==> config.mk <==
export PLATFORM = sky130hd
export DESIGN_NAME = irq_ack_sequencer
export DESIGN_NICKNAME = d
export VERILOG_FILES = /design/src/rtl/irq_ack_pkg.sv /design/src/rtl/irq_lowest_pick.sv /design/src/rtl/irq_vec_byte.sv /design/src/rtl/irq_ack_sequencer.sv
export SDC_FILE = /design/constraint.sdc
export NUM_CORES = 1
export LEC_CHECK = 0
export ABC_AREA = 1
export BUFFER_PORTS_ARGS = -buffer_cell sky130_fd_sc_hd__buf_2
export CORE_UTILIZATION = 35
export DETAILED_ROUTE_END_ITERATION = 6
export PLACE_DENSITY = 0.59
export SYNTH_ARGS = -nofsm -noshare
export SYNTH_HDL_FRONTEND = slang
export SYNTH_SLANG_ARGS = --single-unit
==> constraint.sdc <==
create_clock -name clk -period 3.1 [get_ports clk]
set_input_delay 0.93 -clock clk [delete_from_list [all_inputs] [get_ports clk]]
set_output_delay 0.93 -clock clk [all_outputs]
set_load 0.005 [all_outputs]
==> src/rtl/irq_ack_pkg.sv <==
package irq_ack_pkg;
  localparam logic [7:0] CALL_OPCODE = 8'hCD;

  typedef enum logic [1:0] {
    SEQ_IDLE,
    SEQ_B1,
    SEQ_B2,
    SEQ_B3
  } seq_t;
endpackage

==> src/rtl/irq_lowest_pick.sv <==
module irq_lowest_pick #(
  parameter int N = 8,
  parameter int W = $clog2(N)
) (
  input  logic [N-1:0] vec,
  output logic         found,
  output logic [W-1:0] idx
);
  // lowest set index wins: scan downward so the last hit is the lowest
  always_comb begin
    found = 1'b0;
    idx   = '0;
    for (int i = N - 1; i >= 0; i--) begin
      if (vec[i]) begin
        found = 1'b1;
        idx   = W'(i);
      end
    end
  end
endmodule

==> src/rtl/irq_vec_byte.sv <==
module irq_vec_byte
  import irq_ack_pkg::*;
#(
  parameter int LVL_W = 3
) (
  input  seq_t             sel,
  input  logic [LVL_W-1:0] lvl,
  input  logic [7:0]       base_lo,
  input  logic [7:0]       base_hi,
  input  logic             step_is_8,
  output logic [7:0]       byte_o
);
  logic [7:0] low_byte;

  always_comb begin
    if (step_is_8) low_byte = {base_lo[7:6], lvl[2:0], 3'b000};
    else           low_byte = {base_lo[7:5], lvl[2:0], 2'b00};
  end

  always_comb begin
    case (sel)
      SEQ_B1:  byte_o = CALL_OPCODE;
      SEQ_B2:  byte_o = low_byte;
      SEQ_B3:  byte_o = base_hi;
      default: byte_o = 8'h00;
    endcase
  end
endmodule

==> src/rtl/irq_ack_sequencer.sv <==
module irq_ack_sequencer
  import irq_ack_pkg::*;
#(
  parameter int N_LVL = 8,
  parameter int LVL_W = $clog2(N_LVL)
) (
  input  logic             clk,
  input  logic             rst,
  input  logic [N_LVL-1:0] req_in,
  input  logic [N_LVL-1:0] irq_mask,
  input  logic [N_LVL-1:0] slave_map,
  input  logic [7:0]       vec_base_lo,
  input  logic [7:0]       vec_base_hi,
  input  logic             step_is_8,
  input  logic             auto_eoi,
  input  logic             inta_n,
  input  logic             eoi,
  output logic             int_out,
  output logic [7:0]       data_out,
  output logic             data_oe,
  output logic [LVL_W-1:0] cas_out,
  output logic [N_LVL-1:0] in_service
);
  localparam logic [LVL_W-1:0] SPUR_LVL = LVL_W'(N_LVL - 1);

  logic [N_LVL-1:0] req_q, irr, irr_n, isr_n;
  logic             inta_q, fall, rise, take;
  seq_t             seq, seq_n;
  logic [LVL_W-1:0] lvl_q, lvl_n;
  logic             spur_q, spur_n, slv_q, slv_n, own_n;
  logic             p_found, s_found, eligible;
  logic [LVL_W-1:0] p_idx, s_idx;
  logic [7:0]       byte_n;

  irq_lowest_pick #(.N(N_LVL), .W(LVL_W)) u_pend_pick (
    .vec(irr & ~irq_mask), .found(p_found), .idx(p_idx)
  );

  irq_lowest_pick #(.N(N_LVL), .W(LVL_W)) u_isr_pick (
    .vec(in_service), .found(s_found), .idx(s_idx)
  );

  assign eligible = p_found && (!s_found || (p_idx < s_idx));
  assign fall     = inta_q && !inta_n;
  assign rise     = !inta_q && inta_n;
  assign take     = (seq == SEQ_IDLE) && fall;

  // pulse sequencing
  always_comb begin
    seq_n = seq;
    case (seq)
      SEQ_IDLE: if (fall) seq_n = SEQ_B1;
      SEQ_B1:   if (fall) seq_n = SEQ_B2;
      SEQ_B2:   if (fall) seq_n = SEQ_B3;
      SEQ_B3:   if (rise) seq_n = SEQ_IDLE;
      default:  seq_n = SEQ_IDLE;
    endcase
  end

  // level freeze at the first pulse
  always_comb begin
    lvl_n  = lvl_q;
    spur_n = spur_q;
    slv_n  = slv_q;
    if (take) begin
      spur_n = !eligible;
      lvl_n  = eligible ? p_idx : SPUR_LVL;
      slv_n  = eligible && slave_map[p_idx];
    end
  end

  // request latch and in-service update
  always_comb begin
    irr_n = (irr | (req_in & ~req_q)) & req_in;
    if (take && eligible) irr_n[p_idx] = 1'b0;

    isr_n = in_service;
    if (eoi && s_found) isr_n[s_idx] = 1'b0;
    if (take && eligible) isr_n[p_idx] = 1'b1;
    if (auto_eoi && (seq == SEQ_B2) && rise && !spur_q) isr_n[lvl_q] = 1'b0;
  end

  assign own_n = (seq_n == SEQ_B1) || !slv_n;

  irq_vec_byte #(.LVL_W(LVL_W)) u_byte (
    .sel(seq_n), .lvl(lvl_n), .base_lo(vec_base_lo), .base_hi(vec_base_hi),
    .step_is_8(step_is_8), .byte_o(byte_n)
  );

  always_ff @(posedge clk) begin
    if (rst) begin
      req_q      <= '0;
      irr        <= '0;
      in_service <= '0;
      inta_q     <= 1'b1;
      seq        <= SEQ_IDLE;
      lvl_q      <= '0;
      spur_q     <= 1'b0;
      slv_q      <= 1'b0;
      int_out    <= 1'b0;
      data_out   <= 8'h00;
      data_oe    <= 1'b0;
      cas_out    <= '0;
    end else begin
      req_q      <= req_in;
      irr        <= irr_n;
      in_service <= isr_n;
      inta_q     <= inta_n;
      seq        <= seq_n;
      lvl_q      <= lvl_n;
      spur_q     <= spur_n;
      slv_q      <= slv_n;
      int_out    <= (seq_n == SEQ_IDLE) && eligible;
      data_out   <= byte_n;
      data_oe    <= !inta_n && (seq_n != SEQ_IDLE) && own_n;
      cas_out    <= ((seq_n != SEQ_IDLE) && slv_n) ? lvl_n : '0;
    end
  end
endmodule

Word level (Yosys, flattened, before mapping)
Index checks and enable logic that the tools add are counted.
{"block": "op_classes", "magnitude_cmp": 7, "n_reduce_logical": 29, "bitwise_logic": 14, "eq_ne": 6, "mux": 54}
{"operator": "2-to-1 mux 3 bit", "n": 18}
{"operator": "bitwise AND 8 bit", "n": 6}
{"operator": "inverter 8 bit", "n": 5}
{"operator": "2-to-1 mux 8 bit", "n": 4}
{"operator": "one-hot mux 8 bit (3 select lines)", "n": 1}
{"operator": "2-to-1 mux 1 bit", "n": 21}
{"operator": "logical AND 1 bit", "n": 17}
{"operator": "bitwise OR 8 bit", "n": 2}
{"operator": "< comparator 3 x 4 -> 1 bit, second input constant", "n": 3}
{"operator": "demux 1 bit (select 3 bit)", "n": 3}
{"operator": "greater-or-equal comparator 3 x 1 -> 1 bit, second input constant", "n": 3}
{"operator": "equality test 2 bit, second input constant", "n": 4}
{"operator": "2-to-1 mux 2 bit", "n": 4}
{"operator": "one-hot mux 2 bit (4 select lines)", "n": 1}
{"operator": "logical NOT 1 bit", "n": 6}
{"operator": "2-to-1 mux 6 bit", "n": 1}
{"operator": "equality test 2 x 1 -> 1 bit, second input constant", "n": 2}
{"operator": "logical NOT 2 bit", "n": 2}
{"operator": "binary-select mux 1 bit (select 3 bit)", "n": 1}
{"operator": "< comparator 3 bit", "n": 1}
{"operator": "logical OR 1 bit", "n": 2}
{"operator": "nonzero test 2 bit", "n": 1}
{"operator": "OR reduction 2 bit", "n": 1}
{"operator": "inverter 1 bit", "n": 1}
{"block": "word_totals", "out_inout_bits": 21, "inputBits": 46, "elab_cells": 122, "register_bits": 45}

Longest topological paths before layout
Gate-level depths: netlist (run 1).
{"block": "depth", "ltp_word": 19, "mapped_depth": 19, "depth_no_buf": 19}

Modules after synthesis
A second synthesis (run 1) with hierarchy kept.
{"block": "hier_totals", "hier_cells": 340, "hier_area_um2": 2270.9}
{"module": "irq_ack_sequencer", "seq_area_each_um2": 900.9, "area_per_inst_um2": 1921.8, "cells_each": 261, "n_inst": 1}
{"module": "irq_lowest_pick", "seq_area_each_um2": 0.0, "area_per_inst_um2": 98.8, "cells_each": 22, "n_inst": 2}
{"module": "irq_vec_byte", "seq_area_each_um2": 0.0, "area_per_inst_um2": 151.4, "cells_each": 35, "n_inst": 1}

Worst setup path before layout (run 1)
OpenSTA, ideal clock, no wires.
{"block": "synth_timing", "path_type": "input to register", "startpoint": "input port irq_mask[0]", "endpoint": "register irr[1]", "path_buffers": 0, "t_arrival_ps": 2367, "path_stages": 12, "setup_time_ps": 116, "t_required_ps": 2984, "setup_slack_ps": 617, "path_cell_list": "or2_4 nand2_1 nor3_4 ha_1 a21oi_1 nand2_1 nand2_4 nand3_4 nor2_4 nand2_1 o21ai_0 nor2_1"}
{"block": "synth_between", "elab_chain_len": 10, "word_cells_on_any_way": 16, "cone_classes": "3 x order compare; 5 x mux; 4 x bitwise; 4 x reduce/logical"}
{"item": "from (decl)", "line": "irq_ack_sequencer.sv:10", "text": "input logic [N_LVL-1:0] irq_mask,"}
{"item": "inverter 8 bit (*)", "line": "irq_ack_sequencer.sv:36", "text": ".vec(irr & ~irq_mask), .found(p_found), .idx(p_idx)"}
{"item": "bitwise AND 8 bit (*)", "line": "irq_ack_sequencer.sv:36"}
{"item": "2-to-1 mux 3 bit", "line": "irq_lowest_pick.sv:14", "text": "if (vec[i]) begin"}
{"item": "< comparator 3 x 4 -> 1 bit (implied by the code) / greater-or-equal comparator 3 x 1 -> 1 bit (equally long branches)", "line": "irq_ack_sequencer.sv:75", "text": "if (take && eligible) irr_n[p_idx] = 1'b0;"}
{"item": "logical AND 1 bit (implied by the code)", "line": "irq_ack_sequencer.sv:75"}
{"item": "2-to-1 mux 1 bit (implied by the code)", "line": "irq_ack_sequencer.sv:75"}
{"item": "demux 1 bit (select 3 bit)", "line": "irq_ack_sequencer.sv:75"}
{"item": "inverter 8 bit (no line)"}
{"item": "bitwise AND 8 bit (no line)"}
{"item": "2-to-1 mux 8 bit (*)", "line": "irq_ack_sequencer.sv:75"}
{"item": "to (signal assigned)", "line": "irq_ack_sequencer.sv:106", "text": "irr <= irr_n;"}
{"item": "to (decl)", "line": "irq_ack_sequencer.sv:26", "text": "logic [N_LVL-1:0] req_q, irr, irr_n, isr_n;"}
Mark *: on every way between the ends. The rest lies on a longest branch, timed or not.
A chain may end at the register's enable or synchronous reset.

Worst setup path after layout (run 1)
{"block": "layout_timing", "startpoint": "input port irq_mask[4]", "endpoint": "register irr[4]"}
{"block": "layout_between", "elab_chain_len": 14, "word_cells_on_any_way": 24, "cone_classes": "3 x order compare; 13 x mux; 4 x bitwise; 4 x reduce/logical"}
{"item": "inverter 8 bit (*)", "line": "irq_ack_sequencer.sv:36"}
{"item": "bitwise AND 8 bit (*)", "line": "irq_ack_sequencer.sv:36"}
{"item": "2-to-1 mux 3 bit (5 in a row)", "line": "irq_lowest_pick.sv:14"}
{"item": "< comparator 3 x 4 -> 1 bit (implied by the code) / greater-or-equal comparator 3 x 1 -> 1 bit (equally long branches)", "line": "irq_ack_sequencer.sv:75"}
{"item": "logical AND 1 bit (implied by the code)", "line": "irq_ack_sequencer.sv:75"}
{"item": "2-to-1 mux 1 bit (implied by the code)", "line": "irq_ack_sequencer.sv:75"}
{"item": "demux 1 bit (select 3 bit)", "line": "irq_ack_sequencer.sv:75"}
{"item": "inverter 8 bit (no line)"}
{"item": "bitwise AND 8 bit (no line)"}
{"item": "2-to-1 mux 8 bit (*)", "line": "irq_ack_sequencer.sv:75"}
Marks and branches as above.

==> results.json, run 1 <==
{
  "final_util": 0.454,
  "track_usage": 0.168,
  "synth-seq-cells": 45,
  "syn-num-nets": 369,
  "num_antenna_cells": 0,
  "areaGrowthSynthToFinish_pct": 23.8,
  "grt_setup_unrepaired": "no",
  "synth_cells": 321,
  "drtIter0Drc": 59,
  "crit_path_end_kind": "flip-flop",
  "finalCriticalPeriod_ns": 2.49,
  "cp_top_family": "simple AND/OR/NAND/NOR gates",
  "synthesis.area_mm2": 0.00218,
  "place.gp.congestion": 0.800,
  "status": "finished, final reports clean",
  "required_ns": 3.30,
  "arrival_ns": 2.69,
  "crit_fanout": 5,
  "antenna_found_initial": 0,
  "crit_type": "input port to flip-flop",
  "setup_slack_ns": 0.613,
  "cts-root-buf": "clkbuf_8",
  "cts_made_buffers": 5,
  "dp.cells": 456,
  "crit_top_cell": "nand2_1",
  "clk_pin_slew_ns": 0.08,
  "grt_pass1_vias": 1932,
  "startpoint_type": "input port",
  "syn_avg_cell_area_um2": 6.80,
  "drt_wl_total_mm": 5.05,
  "cp_slowest_cell": "ha_1",
  "power_leakage_nw": 1.40,
  "slew_headroom": 0.730,
  "drive_gt1_frac": 0.247,
  "nets": 436,
  "path_buf_inv": 3,
  "core-area_mm2": 0.00596,
  "overflow": 0,
  "die_h_um": 81.0,
  "finalMaxSlewViolations": 0,
  "clk_path_buf_depth": 2,
  "io_pins": 67,
  "pre_cts_slack_ns": 0.272,
  "r2r_slack_ns": 0.99,
  "cap_violations": 0,
  "cts.sinks": 45,
  "holdPathStages": 1,
  "irDropWorstVdd_mv": 0.238,
  "grt_pass1_wl_mm": 8.38,
  "ys_seq_area_frac": 0.413,
  "initial_core_util": 0.367,
  "stdcell_count": 464,
  "rows": 28,
  "first_pass_iters": 4,
  "fmax_mhz": 402,
  "htreeDepth": 2,
  "setup_tns_ns": 0,
  "hold_class": "flip-flop to flip-flop",
  "die_x_um": 81.0,
  "synth_warnings": 0,
  "setup_viol": 0,
  "critical_path_depth": 15,
  "worst_clock_skew_ns": 0.00306,
  "cts_tree": "done",
  "powerDensity_mw_per_mm2": 498,
  "die-area_mm2": 0.00656,
  "ctsResizeCount": 0,
  "tightest_slew_ns": 0.404,
  "clk_latency_ns": 0.30,
  "viasPerCell": 4.51,
  "max_stage_delay_ns": 0.31,
  "io_buffers": 61,
  "post-route-drc-count": 0,
  "hold_viol_final": 0,
  "r2r_cells": 13,
  "post_cts_buffers": 0,
  "grt_max_degree": 16,
  "critical_path.cell_chain": "buf_2 -> inv_1 -> nand2_1 -> nand2_1 -> nor2_1 -> nor3_4 -> ha_1 -> a21oi_1 -> nand2_1 -> nand2_4 -> nand4_2 -> inv_2 -> nand2_1 -> nand2_1 -> a21oi_1",
  "hpwlAfterDp_mm": 4.09,
  "min_period_over_period": 0.802,
  "ant_nets": 0,
  "postCtsHoldBufs": 0,
  "synth_cell_types": 30,
  "wl_per_cell_um": 10.9,
  "vias": 2092
}
report_power, final:
group	switching (W)	internal [W]	leakage [nW]
registers	0.0000188	0.000613	0.370
logic	0.000157	0.0000907	0.968
clock network	0.000205	0.000262	0.0574
area by class of cell:
class,instances,area (um^2)
inverter,64,240
timing repair buffer,62,313
sequential,45,901
clock inverter,2,37.5
tap,75,93.8
clock buffer,6,82.6
fill,640,3250
multi-input combinational,210,1030
placed cells by master (no fill, tap or decap), drive strengths merged:
cell type	n
clkinvlp	1
nand2	95
a21oi	22
o21ai	9
o31ai	1
buf	62
inv	61
a22o	1
nand3	20
clkinv	3
bufinv	1
o21a	1
o211ai	1
nor2	41
or2	1
a31oi	2
ha	2
nor3	3
o21bai	1
nand4	10
clkbuf	6
dfxtp	45
routing by layer:
layer,global-route usage,vias up,wire (um)
li1,-,1130,-
met1,0.209,900,2400
met2,0.288,53,2310
met3,0.0360,9,265
met4,0.0536,0,73
met5,0,-,0
registers in the layout (all words and copies together) (netlist names), 2 cells and up:
name and flops:
data_out 8, in_service 8, irr 8, req_q 8, cas_out 3, lvl_q 3
seq 2
cell families after synthesis:
logic type,count (synthesis),share of synthesized area
flip-flops,45,0.413
adder cells (fa/ha/maj),2,0.0115
AO/OA/AOI/OAI,38,0.105
buffers and inverters,66,0.113
AND/OR/NAND/NOR,170,0.358
synthesized netlist by cell type:
master,instances,area (um^2)
ha_1,2,25.0
nand4_2,1,12.5
a31oi_1,2,12.5
a21oi_4,1,16.3
o31ai_1,1,7.51
nand2_2,2,12.5
nand3_4,1,17.5
nor2_4,2,22.5
nand2_4,2,22.5
o21ai_1,2,10.0
nor3_1,1,5.00
o211ai_1,1,7.51
a22o_1,1,8.76
inv_2,8,30.0
or2_4,1,8.76
o21bai_1,1,7.51
o21a_1,1,7.51
nand2_1,91,342
clkinv_1,3,11.3
nor2_1,36,135
dfxtp_1,45,901
a21oi_1,18,90.1
nand4_1,9,56.3
nor3_4,2,32.5
inv_1,53,199
nor2_2,3,18.8
nand3_1,19,95.1
clkbuf_1,2,7.51
o21ai_0,7,35.0
a21oi_2,3,26.3
worst paths after layout:
| check | startpoint | endpoint |
|---|---|---|
| hold / removal | req_q[6] | irr[6] |
| setup / recovery | irq_mask[4] | irr[4] |
| hold reg to reg | req_q[6] | irr[6] |
| setup reg to reg | irr[0] | irr[4] |
metrics by stage:
stage | hold WS, ns | instance area [um^2] | total power [W]
after floorplan | 0.384 | 2180 | 0.000812
after global placement | 0.386 | 2580 | 0.000888
after detailed placement | 0.394 | 2580 | 0.000892
after CTS | 0.406 | 2700 | 0.00136
after global routing | 0.416 | 2700 | 0.00143
final | 0.404 | 2700 | 0.00135
(Power assumes the default switching activity.)
==> run 2: changes to the inputs <==
--- a/config.mk
+++ b/config.mk
@@ -5,7 +5,7 @@
 export SDC_FILE = /design/constraint.sdc
 export NUM_CORES = 1
 export LEC_CHECK = 0
-export ABC_AREA = 1
+export ABC_AREA = 0
 export BUFFER_PORTS_ARGS = -buffer_cell sky130_fd_sc_hd__buf_2
 export CORE_UTILIZATION = 35
 export DETAILED_ROUTE_END_ITERATION = 6
==> constraint.sdc (replaced) <==
create_clock -name clk -period 2.35 [get_ports clk]
set_input_delay 0.705 -clock clk [delete_from_list [all_inputs] [get_ports clk]]
set_output_delay 0.705 -clock clk [all_outputs]
set_load 0.005 [all_outputs]
==> results.json, run 2 <==
{
  "io_buffers": 61,
  "synth_cell_types": 55,
  "synth_ff_type": "dfxtp_1",
  "p_seq_frac": 0.412,
  "fmax_mhz": 409,
  "ant_nets": 0,
  "slew_headroom": 0.610,
  "die-area_mm2": 0.00678,
  "core-area_mm2": 0.00606,
  "yosys.area.top_type": "dfxtp_1",
  "synth_compound_area_frac": 0.260,
  "holdWs_ns": 0.473,
  "worst_clock_skew_ns": 0.00477,
  "post-route-drc-count": 0,
  "ys_seq_area_frac": 0.399,
  "nets": 405,
  "synth-async-reset-ratio": 0,
  "viasPerCell": 5.27,
  "hold_class": "flip-flop to flip-flop",
  "finalCriticalPeriod_ns": 2.44,
  "hpwlAfterDp_mm": 4.63,
  "final_common_cell": "buf_2",
  "synth_xor_area_frac": 0,
  "cts_tree": "done",
  "synth_edf_count": 0,
  "grt_max_degree": 22,
  "synth_top_area_share": 0.399,
  "antenna_found_initial": 0,
  "layout.cells.most_common_list": "60 x buf_2, 45 x dfxtp_1, 36 x buf_4",
  "synthAdderAreaFrac": 0.0111,
  "placed_cell_area_mm2": 0.00290,
  "pre_cts_slack_ns": -0.511,
  "syn-num-nets": 305,
  "num_antenna_cells": 0,
  "intPower_w": 0.00150,
  "die_h_um": 82.3,
  "setup_slack_ns": -0.0923,
  "grt_pass1_wl_mm": 10.1,
  "crit_fanout": 4,
  "track_usage": 0.200,
  "synth_warnings": 0,
  "drive_gt1_frac": 0.483,
  "min_period_over_period": 1.04,
  "tightest_slew_ns": 0.585,
  "powerDensity_mw_per_mm2": 611,
  "clockPowerShare": 0.334,
  "vias": 2281,
  "r2r_start": "in_service[3]",
  "grt_pass1_vias": 2224,
  "cts-root-buf": "clkbuf_8",
  "comb_power_share": 0.254,
  "synth_cells": 257,
  "place.gp.congestion": 0.802,
  "hold_start": "slv_q",
  "dp.cells": 416,
  "multi_input_area_mm2": 0.00161,
  "irDropWorstVdd_mv": 0.340,
  "finalMaxSlewViolations": 0,
  "fillerInstances": 569,
  "grt_setup_unrepaired": "yes",
  "synth-seq-cells": 45,
  "hold_viol_final": 0,
  "synth_common_cells": "45 x dfxtp_1, 23 x nand2_1, 23 x nor2_1",
  "required_ns": 2.59,
  "rows": 28,
  "crit_path_end_kind": "flip-flop",
  "startpoint_type": "input port",
  "seq_area_um2": 901,
  "htreeDepth": 2,
  "clk_path_buf_depth": 2,
  "areaGrowthSynthToFinish_pct": 50.9,
  "cap_violations": 0,
  "first_pass_iters": 4,
  "power.switching_w": 0.000582,
  "synth_most_common_cell": "dfxtp_1",
  "wl_per_cell_um": 14.9,
  "yosys.area_share.simple": 0.292,
  "clk_pin_slew_ns": 0.09,
  "clk_latency_ns": 0.30,
  "power_leakage_nw": 1.45,
  "initial_core_util": 0.373,
  "drtIter0Drc": 121,
  "arrival_ns": 2.68,
  "swShare": 0.280,
  "synth_area_leaders": "dfxtp_1 40%, nor2b_1 4.7%, nand2b_1 4.4%, nand2_1 3.8%, nor2_1 3.8%",
  "synth_mux_area_frac": 0.00443,
  "die_x_um": 82.3,
  "crit_start": "irq_mask[4]",
  "drt_wl_total_mm": 6.46,
  "overflow": 0,
  "setup_viol": 10,
  "crit_type": "input port to flip-flop",
  "status": "complete, but fails checks",
  "synth_top_family_by_area": "simple AND/OR/NAND/NOR gates",
  "synthesis.area_mm2": 0.00226,
  "cts_made_buffers": 5,
  "violations": "setup timing",
  "cts.sinks": 45,
  "io_pins": 67,
  "postCtsHoldBufs": 0,
  "final_area_mm2": 0.00341,
  "stdcell_count": 433,
  "syn_avg_cell_area_um2": 8.79
}
run 2: cell count changes in the layout (fill, tap and decap cells not counted), moves of 6 or more:
cell,delta
nand3_1,-15
nand2b_1,+11
inv_1,-43
nand4_1,-8
nor2_1,-15
nand2b_4,+8
nor2b_1,+16
buf_4,+35
a221oi_2,+10
inv_2,-6
a21oi_1,-11
nand2_1,-75
and3_1,+6
run 2: cell families after synthesis:
kind of cell,count (synthesis)
AO/OA/AOI/OAI,73
adder cells (fa/ha/maj),2
buffers and inverters,20
flip-flops,45
multiplexers,1
AND/OR/NAND/NOR,116
run 2: metrics by stage:
stage / utilization / TNS [ns] / total power (W)
global route: 0.562 / -2.32 / 0.00217
detailed placement: 0.478 / -10.74 / 0.00127
global placement: 0.478 / -10.32 / 0.00126
floorplan: - / -1.34 / 0.00110
finish: 0.562 / -0.548 / 0.00208
CTS: 0.525 / -0.481 / 0.00200
run 2: per-layer routing:
layer / GRT usage / vias to the layer above / part of all wire
li1: - / 1140 / -
met1: 0.251 / 1064 / 0.44
met2: 0.336 / 69 / 0.49
met3: 0.0396 / 8 / 0.053
met4: 0.0754 / 0 / 0.013
met5: 0 / - / 0
run 2: worst paths after layout:
kind / to / slack (ns) / depth (start not counted)
setup reg to reg: data_out[2] / 0 / 10
hold / removal: data_oe / 0.47 / 1
setup / recovery: data_out[2] / -0.09 / 13
hold reg to reg: data_oe / 0.47 / 1
run 2: final cells by class:
type | count | area share
clock buffer | 5 | 0.0202
clock inverter | 3 | 0.0191
inverter | 12 | 0.0132
multi-input combinational | 192 | 0.472
sequential | 45 | 0.264
tap | 75 | 0.0275
timing repair buffer | 101 | 0.184
run 2: worst max-delay path: stages:
cell and delay, ns:
buf_6 0.09, nand2b_4 0.13, and2_4 0.17, a21oi_4 0.16, nor3_4 0.06, ha_4 0.28, o21ai_4 0.05, a32oi_4 0.27
a211oi_4 0.14, buf_6 0.16, buf_6 0.10, o32a_1 0.27, nor2_1 0.08
run 2: timing repair:
action | in CTS | in global routing
buffers inserted | 4 | 5
gates resized for setup | 22 | 34
pin swaps | 16 | 16
endpoints found under the setup margin | 23 | 27
run 2: power groups by stage:
| stage | clock (W) | combinational (W) | sequential (W) |
|---|---|---|---|
| floorplan | 0 | 0.000248 | 0.000856 |
| global placement | 0 | 0.000392 | 0.000870 |
| detailed placement | 0 | 0.000395 | 0.000871 |
| CTS | 0.000712 | 0.000438 | 0.000855 |
| global route | 0.000733 | 0.000576 | 0.000865 |
| finish | 0.000695 | 0.000529 | 0.000857 |
==> run 3: changes to the inputs <==
--- a/config.mk
+++ b/config.mk
@@ -6,9 +6,10 @@
 export NUM_CORES = 1
 export LEC_CHECK = 0
 export ABC_AREA = 0
-export BUFFER_PORTS_ARGS = -buffer_cell sky130_fd_sc_hd__buf_2
+export BUFFER_PORTS_ARGS = -buffer_cell sky130_fd_sc_hd__clkbuf_2
 export CORE_UTILIZATION = 35
 export DETAILED_ROUTE_END_ITERATION = 6
+export GPL_ROUTABILITY_DRIVEN = 0
 export PLACE_DENSITY = 0.59
 export SYNTH_ARGS = -nofsm -noshare
 export SYNTH_HDL_FRONTEND = slang
==> results.json, run 3 (synthesized netlist as in run 2, its figures left out) <==
{
  "track_usage": 0.192,
  "drtIter0Drc": 133,
  "die-area_mm2": 0.00678,
  "rows": 28,
  "min_period_over_period": 1.03,
  "powerDensity_mw_per_mm2": 568,
  "areaGrowthSynthToFinish_pct": 42.5,
  "setup_viol": 10,
  "num_antenna_cells": 0,
  "r2r_start": "in_service[0]",
  "die_x_um": 82.3,
  "cts.sinks": 45,
  "io_buffers": 61,
  "viasPerCell": 5.17,
  "initial_core_util": 0.373,
  "setup_slack_ns": -0.0599,
  "first_pass_iters": 4,
  "finalCriticalPeriod_ns": 2.41,
  "final_common_cell": "clkbuf_2",
  "cts_tree": "done",
  "required_ns": 2.60,
  "crit_start": "irq_mask[4]",
  "cap_violations": 0,
  "wl_per_cell_um": 14.1,
  "grt_setup_unrepaired": "yes",
  "grt_pass1_vias": 2047,
  "io_pins": 67,
  "hold_class": "flip-flop to flip-flop",
  "ant_nets": 0,
  "violations": "setup timing",
  "grt_max_degree": 17,
  "clk_pin_slew_ns": 0.09,
  "cts_made_buffers": 5,
  "core-area_mm2": 0.00606,
  "post-route-drc-count": 0,
  "power_leakage_nw": 1.39,
  "cts-root-buf": "clkbuf_8",
  "irDropWorstVdd_mv": 0.264,
  "worst_clock_skew_ns": 0.00797,
  "drt_wl_total_mm": 6.06,
  "finalMaxSlewViolations": 0,
  "crit_path_end_kind": "flip-flop",
  "hpwlAfterDp_mm": 4.68,
  "clk_path_buf_depth": 2,
  "overflow": 0,
  "nets": 403,
  "grt_pass1_wl_mm": 9.61,
  "arrival_ns": 2.66,
  "hold_viol_final": 0,
  "die_h_um": 82.3,
  "hold_start": "slv_q",
  "slew_headroom": 0.617,
  "tightest_slew_ns": 0.574,
  "fmax_mhz": 415,
  "layout.cells.most_common_list": "60 x clkbuf_2, 45 x dfxtp_1, 35 x buf_4",
  "crit_fanout": 4,
  "clk_latency_ns": 0.31,
  "crit_type": "input port to flip-flop",
  "startpoint_type": "input port",
  "status": "complete, but fails checks",
  "pre_cts_slack_ns": -0.428,
  "vias": 2229,
  "htreeDepth": 2,
  "final_util": 0.531,
  "drive_gt1_frac": 0.435,
  "antenna_found_initial": 0
}
## run 3: cell types whose count changed in the layout (fill, tap and decap cells not counted), sizes merged
cell / delta
buf: -62
bufinv: -2
clkbuf: +61
clkinv: +1
## run 3: layout make-up
class,instances,area (um^2)
Timing Repair Buffer,99,608
Sequential cell,45,901
Inverter,12,45.0
Fill cell,579,2840
Clock buffer,6,82.6
Tap cell,75,93.8
Clock inverter,2,13.8
Multi-Input combinational cell,192,1470
## run 3: final timing paths
check	endpoint	slack, ns	cells past startpoint
worst min register to register	data_oe	0.48	1
worst max register to register	data_out[2]	0.08	10
worst max-delay path	data_out[2]	-0.06	13
worst min-delay path	data_oe	0.48	1
## run 3: critical path, stage by stage
cell      delay (ns)
clkbuf_2        0.08
nand2b_4        0.13
and2_4          0.16
a21oi_4         0.16
nor3_4          0.05
ha_1            0.30
o21ai_2         0.06
a32oi_4         0.26
a211oi_4        0.11
buf_6           0.15
buf_6           0.10
o32a_1          0.27
nor2_1          0.10
## run 3: per-stage QoR
stage | hold slack, ns | TNS [ns] | instances | total power (W) | cell area, um^2
after floorplan | 0.412 | -1.34 | 257 | 0.00110 | 2290
after global placement | 0.447 | -9.03 | 416 | 0.00126 | 2900
after global routing | 0.518 | -1.85 | 431 | 0.00193 | 3220
after CTS | 0.478 | -0.0942 | 428 | 0.00181 | 3090
after detailed placement | 0.460 | -9.13 | 416 | 0.00127 | 2900
final | 0.478 | -0.197 | 431 | 0.00183 | 3220
## run 3: metal layers
| metal | vias to the layer above | global-route usage | share of wire |
|---|---|---|---|
| li1 | 1132 | - | - |
| met1 | 1014 | 0.249 | 0.45 |
| met2 | 73 | 0.317 | 0.48 |
| met3 | 10 | 0.0418 | 0.063 |
| met4 | 0 | 0.0579 | 0.014 |
| met5 | - | 0 | 0 |
## run 3: repair_timing
action | CTS | global route
pin swaps | 5 | 14
hold buffers | 0 | 0
resized for setup | 12 | 20
buffers inserted | 4 | 3
endpoints found under the setup margin | 15 | 25
## run 3: power breakdown
part	internal, W	total (W)	switching (W)
combinational	0.000230	0.000458	0.000228
sequential	0.000810	0.000856	0.0000459
clock	0.000239	0.000515	0.000277
